### config.mk
export PLATFORM = sky130hd
export DESIGN_NAME = lspwm_modulator
export DESIGN_NICKNAME = d
export VERILOG_FILES = /design/src/rtl/lspwm_pkg.sv /design/src/rtl/lspwm_carrier.sv /design/src/rtl/lspwm_reference.sv /design/src/rtl/lspwm_phase_slicer.sv /design/src/rtl/lspwm_modulator.sv
export SDC_FILE = /design/constraint.sdc
export NUM_CORES = 1
export LEC_CHECK = 0
export CORE_UTILIZATION = 57
export CTS_CLUSTER_DIAMETER = 100
export DETAILED_ROUTE_END_ITERATION = 12
export GPL_TIMING_DRIVEN = 1
export PLACE_DENSITY = 0.78
export SETUP_SLACK_MARGIN = 0.15
export SYNTH_ARGS = -nofsm -noshare
export SYNTH_HDL_FRONTEND = slang
export SYNTH_SLANG_ARGS = --single-unit
export TNS_END_PERCENT = 10
### constraint.sdc
create_clock -name clk -period 8.4 [get_ports clk]
set_input_delay 1.68 -clock clk [delete_from_list [all_inputs] [get_ports clk]]
set_output_delay 1.68 -clock clk [all_outputs]
set_load 0.02 [all_outputs]
### src/rtl/lspwm_pkg.sv
package lspwm_pkg;
  typedef logic [3:0] cell_gate_t;

  // bit0 = switch 1 ... bit3 = switch 4
  localparam cell_gate_t CELL_POS  = 4'b1001;
  localparam cell_gate_t CELL_NEG  = 4'b0110;
  localparam cell_gate_t CELL_ZERO = 4'b0011;

  // Replace shoot-through combinations by the switch-1/2 zero state.
  function automatic cell_gate_t cell_guard(input cell_gate_t g);
    if ((g[0] && g[2]) || (g[1] && g[3])) return CELL_ZERO;
    return g;
  endfunction

  // Cell c (0 = upper) of a series stack for a signed level.
  function automatic cell_gate_t cell_for_level(input int lvl, input int c);
    if (lvl > c)  return CELL_POS;
    if (lvl < -c) return CELL_NEG;
    return CELL_ZERO;
  endfunction
endpackage

### src/rtl/lspwm_carrier.sv
module lspwm_carrier #(
  parameter int CBW = 4,
  parameter int PSW = 16,
  localparam int W  = 1 << CBW,
  localparam int TW = CBW + 1
) (
  input  logic           clk,
  input  logic           rst,
  input  logic           en,
  input  logic [PSW-1:0] div_i,
  output logic [TW-1:0]  tri_o
);
  logic [PSW-1:0] div_cnt;
  logic [TW-1:0]  tri_q;
  logic           down_q;

  always_ff @(posedge clk) begin
    if (rst || !en) begin
      div_cnt <= '0;
      tri_q   <= '0;
      down_q  <= 1'b0;
    end else if (div_cnt >= div_i) begin
      div_cnt <= '0;
      if (!down_q) begin
        tri_q <= tri_q + 1'b1;
        if (tri_q == TW'(W - 1)) down_q <= 1'b1;
      end else begin
        tri_q <= tri_q - 1'b1;
        if (tri_q == TW'(1)) down_q <= 1'b0;
      end
    end else begin
      div_cnt <= div_cnt + 1'b1;
    end
  end

  assign tri_o = tri_q;

  a_r7_tri_bounded: assert property (@(posedge clk) disable iff (rst)
    tri_q <= TW'(W));
  a_r7_tri_step: assert property (@(posedge clk) disable iff (rst)
    (en && tri_q != $past(tri_q)) |->
      (tri_q == $past(tri_q) + 1'b1 || tri_q + 1'b1 == $past(tri_q)));
endmodule

### src/rtl/lspwm_reference.sv
module lspwm_reference #(
  parameter int CBW     = 4,
  parameter int NCELL   = 2,
  parameter int NPH     = 3,
  parameter int TBL_LEN = 96,
  parameter int MW      = 8,
  parameter int PSW     = 16,
  localparam int W      = 1 << CBW,
  localparam int AW     = CBW + $clog2(2 * NCELL) + 1,
  localparam int SW     = AW + 1,
  localparam int IW     = $clog2(TBL_LEN),
  localparam int AMP    = NCELL * W
) (
  input  logic                    clk,
  input  logic                    rst,
  input  logic                    en,
  input  logic [PSW-1:0]          div_i,
  input  logic [MW-1:0]           mod_idx,
  output logic [NPH-1:0][AW-1:0]  ref_o
);
  localparam logic signed [SW+MW:0] MID_S = (SW+MW+1)'(AMP);

  // Integer half-wave sine approximation, peak AMP at quarter points.
  function automatic int sine_pt(input int i);
    int h, q, num, den, v;
    h   = TBL_LEN / 2;
    q   = i % h;
    num = 16 * q * (h - q);
    den = 5 * h * h - 4 * q * (h - q);
    v   = (AMP * num) / den;
    return (i < h) ? v : -v;
  endfunction

  logic signed [SW-1:0] sine_rom [TBL_LEN];
  initial begin
    for (int i = 0; i < TBL_LEN; i++) sine_rom[i] = SW'(sine_pt(i));
  end

  logic [PSW-1:0] div_cnt;
  logic [IW-1:0]  idx_q;

  always_ff @(posedge clk) begin
    if (rst || !en) begin
      div_cnt <= '0;
      idx_q   <= '0;
    end else if (div_cnt >= div_i) begin
      div_cnt <= '0;
      idx_q   <= (idx_q == IW'(TBL_LEN - 1)) ? '0 : idx_q + 1'b1;
    end else begin
      div_cnt <= div_cnt + 1'b1;
    end
  end

  for (genvar p = 0; p < NPH; p++) begin : g_phase
    localparam int OFF = ((NPH - p) % NPH) * TBL_LEN / NPH;
    logic [IW-1:0]          pidx;
    logic signed [SW-1:0]   samp_q;
    logic signed [SW+MW:0]  prod;

    assign pidx = IW'((int'(idx_q) + OFF) % TBL_LEN);
    always_ff @(posedge clk) samp_q <= sine_rom[pidx];
    assign prod     = samp_q * $signed({1'b0, mod_idx});
    assign ref_o[p] = AW'(MID_S + (prod >>> MW));
  end

  a_r9_idx_range: assert property (@(posedge clk) disable iff (rst)
    idx_q < IW'(TBL_LEN));
endmodule

### src/rtl/lspwm_phase_slicer.sv
module lspwm_phase_slicer
  import lspwm_pkg::*;
#(
  parameter int CBW   = 4,
  parameter int NCELL = 2,
  localparam int W    = 1 << CBW,
  localparam int NCAR = 2 * NCELL,
  localparam int AW   = CBW + $clog2(NCAR) + 1,
  localparam int TW   = CBW + 1,
  localparam int GW   = 4 * NCELL
) (
  input  logic          clk,
  input  logic          rst,
  input  logic          en,
  input  logic [AW-1:0] ref_i,
  input  logic [TW-1:0] tri_i,
  output logic [GW-1:0] gate_o
);
  logic [NCAR-1:0] above;
  logic [GW-1:0]   gate_d, gate_q;
  int              lvl;

  for (genvar k = 0; k < NCAR; k++) begin : g_car
    assign above[k] = ref_i > (AW'(k * W) + AW'(tri_i));
  end

  assign lvl = $countones(above) - NCELL;

  for (genvar c = 0; c < NCELL; c++) begin : g_cell
    assign gate_d[c*4 +: 4] = cell_guard(cell_for_level(lvl, c));
  end

  always_ff @(posedge clk) begin
    if (rst || !en) gate_q <= {NCELL{CELL_ZERO}};
    else            gate_q <= gate_d;
  end

  assign gate_o = gate_q;

  for (genvar c = 0; c < NCELL; c++) begin : g_chk
    a_r5_no_shoot: assert property (@(posedge clk) disable iff (rst)
      !((gate_q[c*4] && gate_q[c*4+2]) || (gate_q[c*4+1] && gate_q[c*4+3])));
    if (c > 0) begin : g_agree
      a_r4_cells_agree: assert property (@(posedge clk) disable iff (rst)
        (gate_q[c*4 +: 4] != CELL_ZERO) |-> (gate_q[(c-1)*4 +: 4] == gate_q[c*4 +: 4]));
    end
  end

  a_r6_floor_ref: assert property (@(posedge clk) disable iff (rst)
    (en && ref_i == '0) |=> (gate_q == {NCELL{CELL_NEG}}));
endmodule

### src/rtl/lspwm_modulator.sv
module lspwm_modulator
  import lspwm_pkg::*;
#(
  parameter int CBW     = 4,
  parameter int NCELL   = 2,
  parameter int NPH     = 3,
  parameter int TBL_LEN = 96,
  parameter int MW      = 8,
  parameter int PSW     = 16,
  localparam int NCAR   = 2 * NCELL,
  localparam int AW     = CBW + $clog2(NCAR) + 1,
  localparam int TW     = CBW + 1,
  localparam int GW     = 4 * NCELL
) (
  input  logic              clk,
  input  logic              rst,
  input  logic              en,
  input  logic [MW-1:0]     mod_idx,
  input  logic [PSW-1:0]    car_div,
  input  logic [PSW-1:0]    ref_div,
  output logic [NPH*GW-1:0] gates_o
);
  logic [TW-1:0]          tri_w;
  logic [NPH-1:0][AW-1:0] ref_w;

  lspwm_carrier #(.CBW(CBW), .PSW(PSW)) u_carrier (
    .clk(clk), .rst(rst), .en(en), .div_i(car_div), .tri_o(tri_w)
  );

  lspwm_reference #(
    .CBW(CBW), .NCELL(NCELL), .NPH(NPH), .TBL_LEN(TBL_LEN), .MW(MW), .PSW(PSW)
  ) u_reference (
    .clk(clk), .rst(rst), .en(en), .div_i(ref_div), .mod_idx(mod_idx), .ref_o(ref_w)
  );

  for (genvar p = 0; p < NPH; p++) begin : g_slice
    lspwm_phase_slicer #(.CBW(CBW), .NCELL(NCELL)) u_slicer (
      .clk(clk), .rst(rst), .en(en), .ref_i(ref_w[p]), .tri_i(tri_w),
      .gate_o(gates_o[p*GW +: GW])
    );
  end

  a_r2_idle_zero: assert property (@(posedge clk) disable iff (rst)
    !en |=> (gates_o == {(NPH*NCELL){CELL_ZERO}}));
endmodule

==> results of run 1 <==
metal layers:
metal	share of wire, %	vias to the layer above	track usage [%]	wire length (um)
met1	44	4808	34.2	12300
met5	0	-	0	0
met2	49	239	44.6	13500
met3	4.6	58	3.95	1280
li1	-	4920	-	-
met4	2.3	0	7.53	639
cells by family (layout without fill, tap and decap cells):
kind of cell	Yosys count	in the layout	synth area share (%)
AOI/OAI and AO/OA	193	193	11.3
xor gates and xnor gates	61	61	4.40
adders and majority gates	306	306	38.0
buffers and inverters	270	393	8.72
DFF	90	90	14.8
muxes	29	29	2.46
and+or+nand+nor	469	469	20.3
Yosys cell counts, types with 4 or more instances:
cell type and count:
nand2b_1 15, or2_2 4, nand2_1 102, nor2_4 8
dfxtp_1 90, nor4_1 8, nor2_1 88, o21ai_0 34
fa_1 105, a31oi_1 7, a21oi_1 52, nand3_1 39
a22oi_1 5, xnor2_1 41, nand4_1 16, o21a_1 5
and3_1 18, a21o_1 8, nor2b_1 19, and2_1 124
mux2i_1 24, a211oi_1 17, xor2_1 20, o31ai_1 5
clkbuf_1 30, o311ai_0 5, o21bai_1 4, buf_2 8
ha_1 199, inv_1 223, o211ai_1 4, nor3_1 12
worst min-delay path by stage:
stage	start	to	slack (ps)	depth (start not counted)
after floorplan	u_reference.div_cnt[0]$_SDFF_PP0_	u_reference.div_cnt[0]$_SDFF_PP0_	430	1
after global placement	u_reference.div_cnt[0]$_SDFF_PP0_	u_reference.div_cnt[0]$_SDFF_PP0_	450	1
after detailed placement	u_reference.div_cnt[0]$_SDFF_PP0_	u_reference.div_cnt[0]$_SDFF_PP0_	460	1
after CTS	u_reference.div_cnt[0]$_SDFF_PP0_	u_reference.div_cnt[0]$_SDFF_PP0_	480	1
after global routing	u_reference.div_cnt[0]$_SDFF_PP0_	u_reference.div_cnt[0]$_SDFF_PP0_	510	1
final	u_reference.div_cnt[0]$_SDFF_PP0_	u_reference.div_cnt[0]$_SDFF_PP0_	470	1
power by group through the flow:
stage | combinational, mW | clock (mW) | sequential (mW)
after floorplan | 0.793 | 0 | 0.477
after global placement | 1.14 | 0 | 0.460
after detailed placement | 1.20 | 0 | 0.461
after CTS | 1.30 | 0.425 | 0.451
after global routing | 1.65 | 0.439 | 0.452
final | 1.47 | 0.420 | 0.451
repair_timing:
item,4_1_cts,5_1_grt
endpoints found under the hold margin,0,0
resized for setup,40,77
pin swaps,13,42
buffers inserted,3,5
endpoints found under the setup margin,24,21
final cells by class:
type,instances,area share (%)
multi-input combinational,1058,67.7
sequential,90,12.6
clock inverter,7,0.579
tap,275,2.41
inverter,226,5.95
clock buffer,9,1.58
timing repair buffer,151,9.11
sequential cells by signal (all words and copies together) (netlist names):
register / cells
u_carrier.down_q: 1
u_carrier.div_cnt: 16
u_carrier.tri_o: 5
u_reference.div_cnt: 16
u_reference.idx_q: 7
u_reference.g_phase.samp_q: 21
g_slice.u_slicer.gate_o: 24
placed cells by master (no fill, tap or decap), types with 8 or more instances in the layout:
master             n
inv_1            217
ha_1             188
and2_1           124
fa_1             105
nand2_1          101
dfxtp_1           90
nor2_1            82
buf_4             76
clkdlybuf4s50_1   58
a21oi_1           42
nand3_1           39
xnor2_1           39
o21ai_0           27
mux2i_1           24
xor2_1            19
nor2b_1           18
and3_1            18
nand4_1           16
a211oi_1          14
nand2b_1          13
a21oi_2           11
nor2_4            10
buf_6             10
nor3_1             9
clkbuf_16          9
a21o_1             8
worst max-delay path: cells and delay by family:
kind | cells | cell delay (ps)
xor+xnor | 1 | 230
buf+inv | 12 | 1020
compound gates | 4 | 960
simple gates | 8 | 1030
fa+ha+maj | 10 | 3420
metrics by stage:
step	hold slack (ps)	power [mW]	std cells
6_report	473	2.34	1816
5_1_grt	506	2.55	1816
3_5_place_dp	464	1.66	1792
2_1_floorplan	435	1.27	1418
4_1_cts	480	2.18	1811
3_3_place_gp	448	1.60	1792
==> impl_metrics.env, run 1 <==
export IMPL_period_needed_ps=8070
export IMPL_synth_warnings=0
export IMPL_endpoint_kind="flop"
export IMPL_cts_tree="done"
export IMPL_clk_latency_ps=360
export IMPL_synth_edff_count=0
export IMPL_drt_iter0_drc=595
export IMPL_arrival_ps=8320
export IMPL_synth_cell_type_count=80
export IMPL_crit_type="in -> reg"
export IMPL_gp_congestion=0.860
export IMPL_tns_ps=0
export IMPL_dp_final_hpwl_mm=21.3
export IMPL_synth_ff_type="dfxtp_1"
export IMPL_drv_slew=0
export IMPL_syn_area_per_cell_um2=8.56
export IMPL_r2r_cells=32
export IMPL_total_leakage_power_nw=6.83
export IMPL_slowest_stage="fa_1"
export IMPL_reg2reg_slack_ps=1040
export IMPL_async_flop_share_pct=0
export IMPL_synthCells=1418
export IMPL_portBuffers=66
export IMPL_slew_headroom_pct=38.5
export IMPL_drive_gt1_share_pct=13.2
export IMPL_post_dp_cell_area_mm2=0.0135
export IMPL_multi_input_area_mm2=0.00965
export IMPL_grt_pass1_wl_mm=47.1
export IMPL_rows=53
export IMPL_internal_power_mw=1.39
export IMPL_max_freq_mhz=124
export IMPL_r2r_end="g_slice[2].u_slicer.gate_o[1]$_SDFF_PP1_"
export IMPL_netlist_area_leader_share_pct=20.5
export IMPL_yosysTopAreaCell="ha_1"
export IMPL_clockBufferDepth=2
export IMPL_ir_drop_v=0.000224
export IMPL_via_per_inst=5.52
export IMPL_hp_class="reg -> reg"
export IMPL_wl_per_cell_um=15.3
export IMPL_cts_root_buf="clkbuf_16"
export IMPL_grt_max_degree=35
export IMPL_syn_area_mm2=0.0121
export IMPL_clkTransAtPathRegs_ps=70
export IMPL_io_pin_count=67
export IMPL_rsz0062_at_grt="true"
export IMPL_utilization_pct=68.0
export IMPL_num_vias=10025
export IMPL_timing_rr_start="u_reference.g_phase[2].samp_q[6]$_SDFF_PN1_"
export IMPL_switchingPower_mw=0.947
export IMPL_final_area_mm2=0.0143
export IMPL_p_comb_share_pct=62.8
export IMPL_cts_buffers=9
export IMPL_clkSinkCount=90
export IMPL_worstMarginPinSlew_ps=922
export IMPL_fin_crit_sh_pct=96.1
export IMPL_synth_seq_cells=90
export IMPL_register_area_mm2=0.00180
export IMPL_switching_share_pct=40.5
export IMPL_clkPwrFrac_pct=18.0
export IMPL_hold_violations=0
export IMPL_wl_mm=27.7
export IMPL_grt_use_total_pct=26.1
export IMPL_antenna_found_initial=0
export IMPL_fp_dieH_um=148
export IMPL_cp_start_kind="primary input"
export IMPL_grt_overflow=0
export IMPL_die_x_um=148
export IMPL_ctsHtreeMaxLevel=3
export IMPL_core_area_mm2=0.0210
export IMPL_ys_seq_area_share_pct=14.8
export IMPL_setup_viol=0
export IMPL_fillers=1618
export IMPL_skew_ps=11.4
export IMPL_max_stage_delay_ps=520
export IMPL_synth_area_leaders="ha_1, fa_1, dfxtp_1"
export IMPL_cpMostUsedCell="inv_1"
export IMPL_startpoint="mod_idx[3]"
export IMPL_nets=1883
export IMPL_drv_cap=0
export IMPL_endpoint="g_slice[1].u_slicer.gate_o[1]$_SDFF_PP1_"
export IMPL_synth_nets=1765
export IMPL_start_util_pct=57.9
export IMPL_dpl_worst_slack_ps=-764
export IMPL_diodes=0
export IMPL_required_ps=8650
export IMPL_ant_nets=0
export IMPL_area_delta_synth_final_pct=17.4
export IMPL_p_per_area_mw_per_mm2=164
export IMPL_status="finished, final reports clean"
export IMPL_dieArea_mm2=0.0219
export IMPL_crit_fanout=9
export IMPL_worst_slack_ps=332
export IMPL_grt_pass1_vias=10117
export IMPL_holdBufCountCts=0
export IMPL_p_seq_share_pct=19.3
export IMPL_drtPass1Iterations=5
export IMPL_remaining_drc_errors=0
Note: power is estimated with default switching activity, not from simulation.
==> inputs of run 2 (changes only) <==
--- a/config.mk
+++ b/config.mk
@@ -5,11 +5,13 @@
 export SDC_FILE = /design/constraint.sdc
 export NUM_CORES = 1
 export LEC_CHECK = 0
-export CORE_UTILIZATION = 57
+export ABC_AREA = 0
+export CORE_ASPECT_RATIO = 1.5
+export CORE_UTILIZATION = 44
 export CTS_CLUSTER_DIAMETER = 100
 export DETAILED_ROUTE_END_ITERATION = 12
 export GPL_TIMING_DRIVEN = 1
-export PLACE_DENSITY = 0.78
+export PLACE_DENSITY = 0.62
 export SETUP_SLACK_MARGIN = 0.15
 export SYNTH_ARGS = -nofsm -noshare
 export SYNTH_HDL_FRONTEND = slang
==> run 2 against run 1 <==
Compared with the run above:
- non-clock buffer count increased by 20
- sequential power about the same
- cell area increased by 2.2%
- clock skew about the same
- flip-flop and latch count unchanged
- worst hold slack got worse by 3.6 ps
- setup slack improved by 29 ps
- combinational power decreased by 3%
- critical path type unchanged
==> impl_metrics.env, run 2 (synthesis gave the netlist of run 1 again) <==
export IMPL_status="finished, final reports clean"
export IMPL_clkPwrFrac_pct=18.3
export IMPL_post_place_cells=1876
export IMPL_largest_reg_flops=24
export IMPL_skew_ps=11.7
export IMPL_cp_num_buf_inv=11
export IMPL_gp_congestion=0.838
export IMPL_clk_latency_ps=350
export IMPL_crit_type="in -> reg"
export IMPL_timing_rr_start="u_reference.g_phase[0].samp_q[6]$_SDFF_PN1_"
export IMPL_max_freq_mhz=124
export IMPL_worstMarginPinSlew_ps=910
export IMPL_grt_pass1_wl_mm=47.4
export IMPL_hold_violations=0
export IMPL_slew_headroom_pct=39.2
export IMPL_grt_use_total_pct=20.9
export IMPL_drv_slew=0
export IMPL_remaining_drc_errors=0
export IMPL_hp_class="reg -> reg"
export IMPL_clkTransAtPathRegs_ps=70
export IMPL_period_needed_ps=8040
export IMPL_grt_max_degree=35
export IMPL_whs_path_depth=1
export IMPL_arrival_ps=8290
export IMPL_cpMostUsedCell="inv_1"
export IMPL_final_area_mm2=0.0146
export IMPL_core_area_mm2=0.0272
export IMPL_cts_buffers=9
export IMPL_p_seq_share_pct=19.6
export IMPL_wl_per_cell_um=14.5
export IMPL_drv_cap=0
export IMPL_multi_input_area_mm2=0.00972
export IMPL_final_common_cell="inv_1"
export IMPL_via_per_inst=5.19
export IMPL_io_pin_count=67
export IMPL_max_stage_delay_ps=550
export IMPL_grt_pass1_vias=10021
export IMPL_drtPass1Iterations=4
export IMPL_internal_power_mw=1.38
export IMPL_reg2reg_slack_ps=1330
export IMPL_cts_root_buf="clkbuf_16"
export IMPL_area_delta_synth_final_pct=20.0
export IMPL_slowest_stage="fa_1"
export IMPL_r2r_cells=32
export IMPL_cp_top_family="adder cells"
export IMPL_crit_fanout=9
export IMPL_p_comb_share_pct=62.0
export IMPL_start_util_pct=44.6
export IMPL_wl_mm=27.6
export IMPL_endpoint_kind="flop"
export IMPL_setup_viol=0
export IMPL_fillers=2568
export IMPL_clockBufferDepth=2
export IMPL_ctsHtreeMaxLevel=3
export IMPL_switchingPower_mw=0.914
export IMPL_holdBufCountCts=0
export IMPL_clkSinkCount=90
export IMPL_p_per_area_mw_per_mm2=158
export IMPL_cts_tree="done"
export IMPL_cp_depth=35
export IMPL_die_x_um=138
export IMPL_ant_nets=0
export IMPL_hold_end="u_reference.div_cnt[0]$_SDFF_PP0_"
export IMPL_fp_dieH_um=205
export IMPL_final_cells=1903
export IMPL_post_dp_cell_area_mm2=0.0137
export IMPL_grt_overflow=0
export IMPL_drt_iter0_drc=434
export IMPL_ir_drop_v=0.000278
export IMPL_diodes=0
export IMPL_nets=1903
export IMPL_fin_crit_sh_pct=95.7
export IMPL_startpoint="mod_idx[2]"
export IMPL_rows=74
export IMPL_drive_gt1_share_pct=14.7
export IMPL_r2r_end="g_slice[0].u_slicer.gate_o[5]$_SDFF_PP1_"
export IMPL_min_delay_start="u_reference.div_cnt[0]$_SDFF_PP0_"
export IMPL_register_area_mm2=0.00180
export IMPL_rsz0062_at_grt="true"
export IMPL_switching_share_pct=39.8
export IMPL_dieArea_mm2=0.0283
export IMPL_final_cell_mix="inv_1, ha_1, and2_1"
export IMPL_num_vias=9882
export IMPL_required_ps=8650
export IMPL_dp_final_hpwl_mm=22.2
export IMPL_cp_start_kind="primary input"
export IMPL_total_leakage_power_nw=6.95
export IMPL_antenna_found_initial=0
export IMPL_portBuffers=66
[run 2: cell count changes in the layout (fill, tap and decap cells not counted), moves of 3 or more]
cell,before,now
buf_4,76,97
buf_6,10,7
clkbuf_2,6,3
clkinv_4,0,3
ha_1,188,185
ha_4,5,9
inv_1,217,221
inv_2,6,2
o21ai_2,3,7
[run 2: repair_timing]
item | in CTS | in global routing
resized for setup | 29 | 100
setup buffers | 0 | 11
setup endpoints to repair | 20 | 21
pin swaps | 6 | 69
hold endpoints to repair | 0 | 0
[run 2: layout make-up]
cell class / instances / area share, %
Inverter: 226 / 5.82
Multi-Input combinational cell: 1058 / 66.7
Timing Repair Buffer: 171 / 10.0
Tap cell: 342 / 2.94
Clock buffer: 9 / 1.55
Sequential cell: 90 / 12.4
Clock inverter: 7 / 0.584
[run 2: how the worst max path moves through the flow]
stage / to
floorplan: g_slice[2].u_slicer.gate_o[1]$_SDFF_PP1_
global placement: g_slice[2].u_slicer.gate_o[1]$_SDFF_PP1_
detailed placement: g_slice[1].u_slicer.gate_o[1]$_SDFF_PP1_
CTS: g_slice[1].u_slicer.gate_o[1]$_SDFF_PP1_
global route: g_slice[1].u_slicer.gate_o[1]$_SDFF_PP1_
finish: g_slice[1].u_slicer.gate_o[1]$_SDFF_PP1_
[run 2: power groups by stage]
stage | logic, mW | clock network (mW) | registers (mW)
floorplan | 0.793 | 0 | 0.477
global placement | 1.19 | 0 | 0.461
detailed placement | 1.23 | 0 | 0.461
CTS | 1.27 | 0.433 | 0.452
global route | 1.62 | 0.451 | 0.452
finish | 1.42 | 0.421 | 0.451
[run 2: per-stage QoR]
| stage | setup TNS [ps] | power [mW] | worst slack [ps] | utilization, % | hold slack, ps |
|---|---|---|---|---|---|
| floorplan | 0 | 1.27 | 186 | - | 435 |
| global placement | -5520 | 1.65 | -447 | 50.5 | 458 |
| detailed placement | -8480 | 1.69 | -562 | 50.5 | 457 |
| CTS | 0 | 2.15 | 143 | 51.9 | 473 |
| global route | 0 | 2.52 | 4.57 | 53.5 | 495 |
| finish | 0 | 2.30 | 361 | 53.5 | 469 |
[run 2: routing by layer]
metal	GRT usage, %	wire (um)
met5	0	0
met3	2.54	843
met1	25.9	12200
met2	37.2	14100
met4	6.16	507
[run 2: worst register-to-register path: cells and delay by family (launching register included)]
kind,cells,cell delay [ps]
AO/OA/AOI/OAI,7,1240
XOR/XNOR,1,170
adder cells (fa/ha/maj),10,3380
buffers and inverters,10,940
flip-flops,1,670
AND/OR/NAND/NOR,4,590
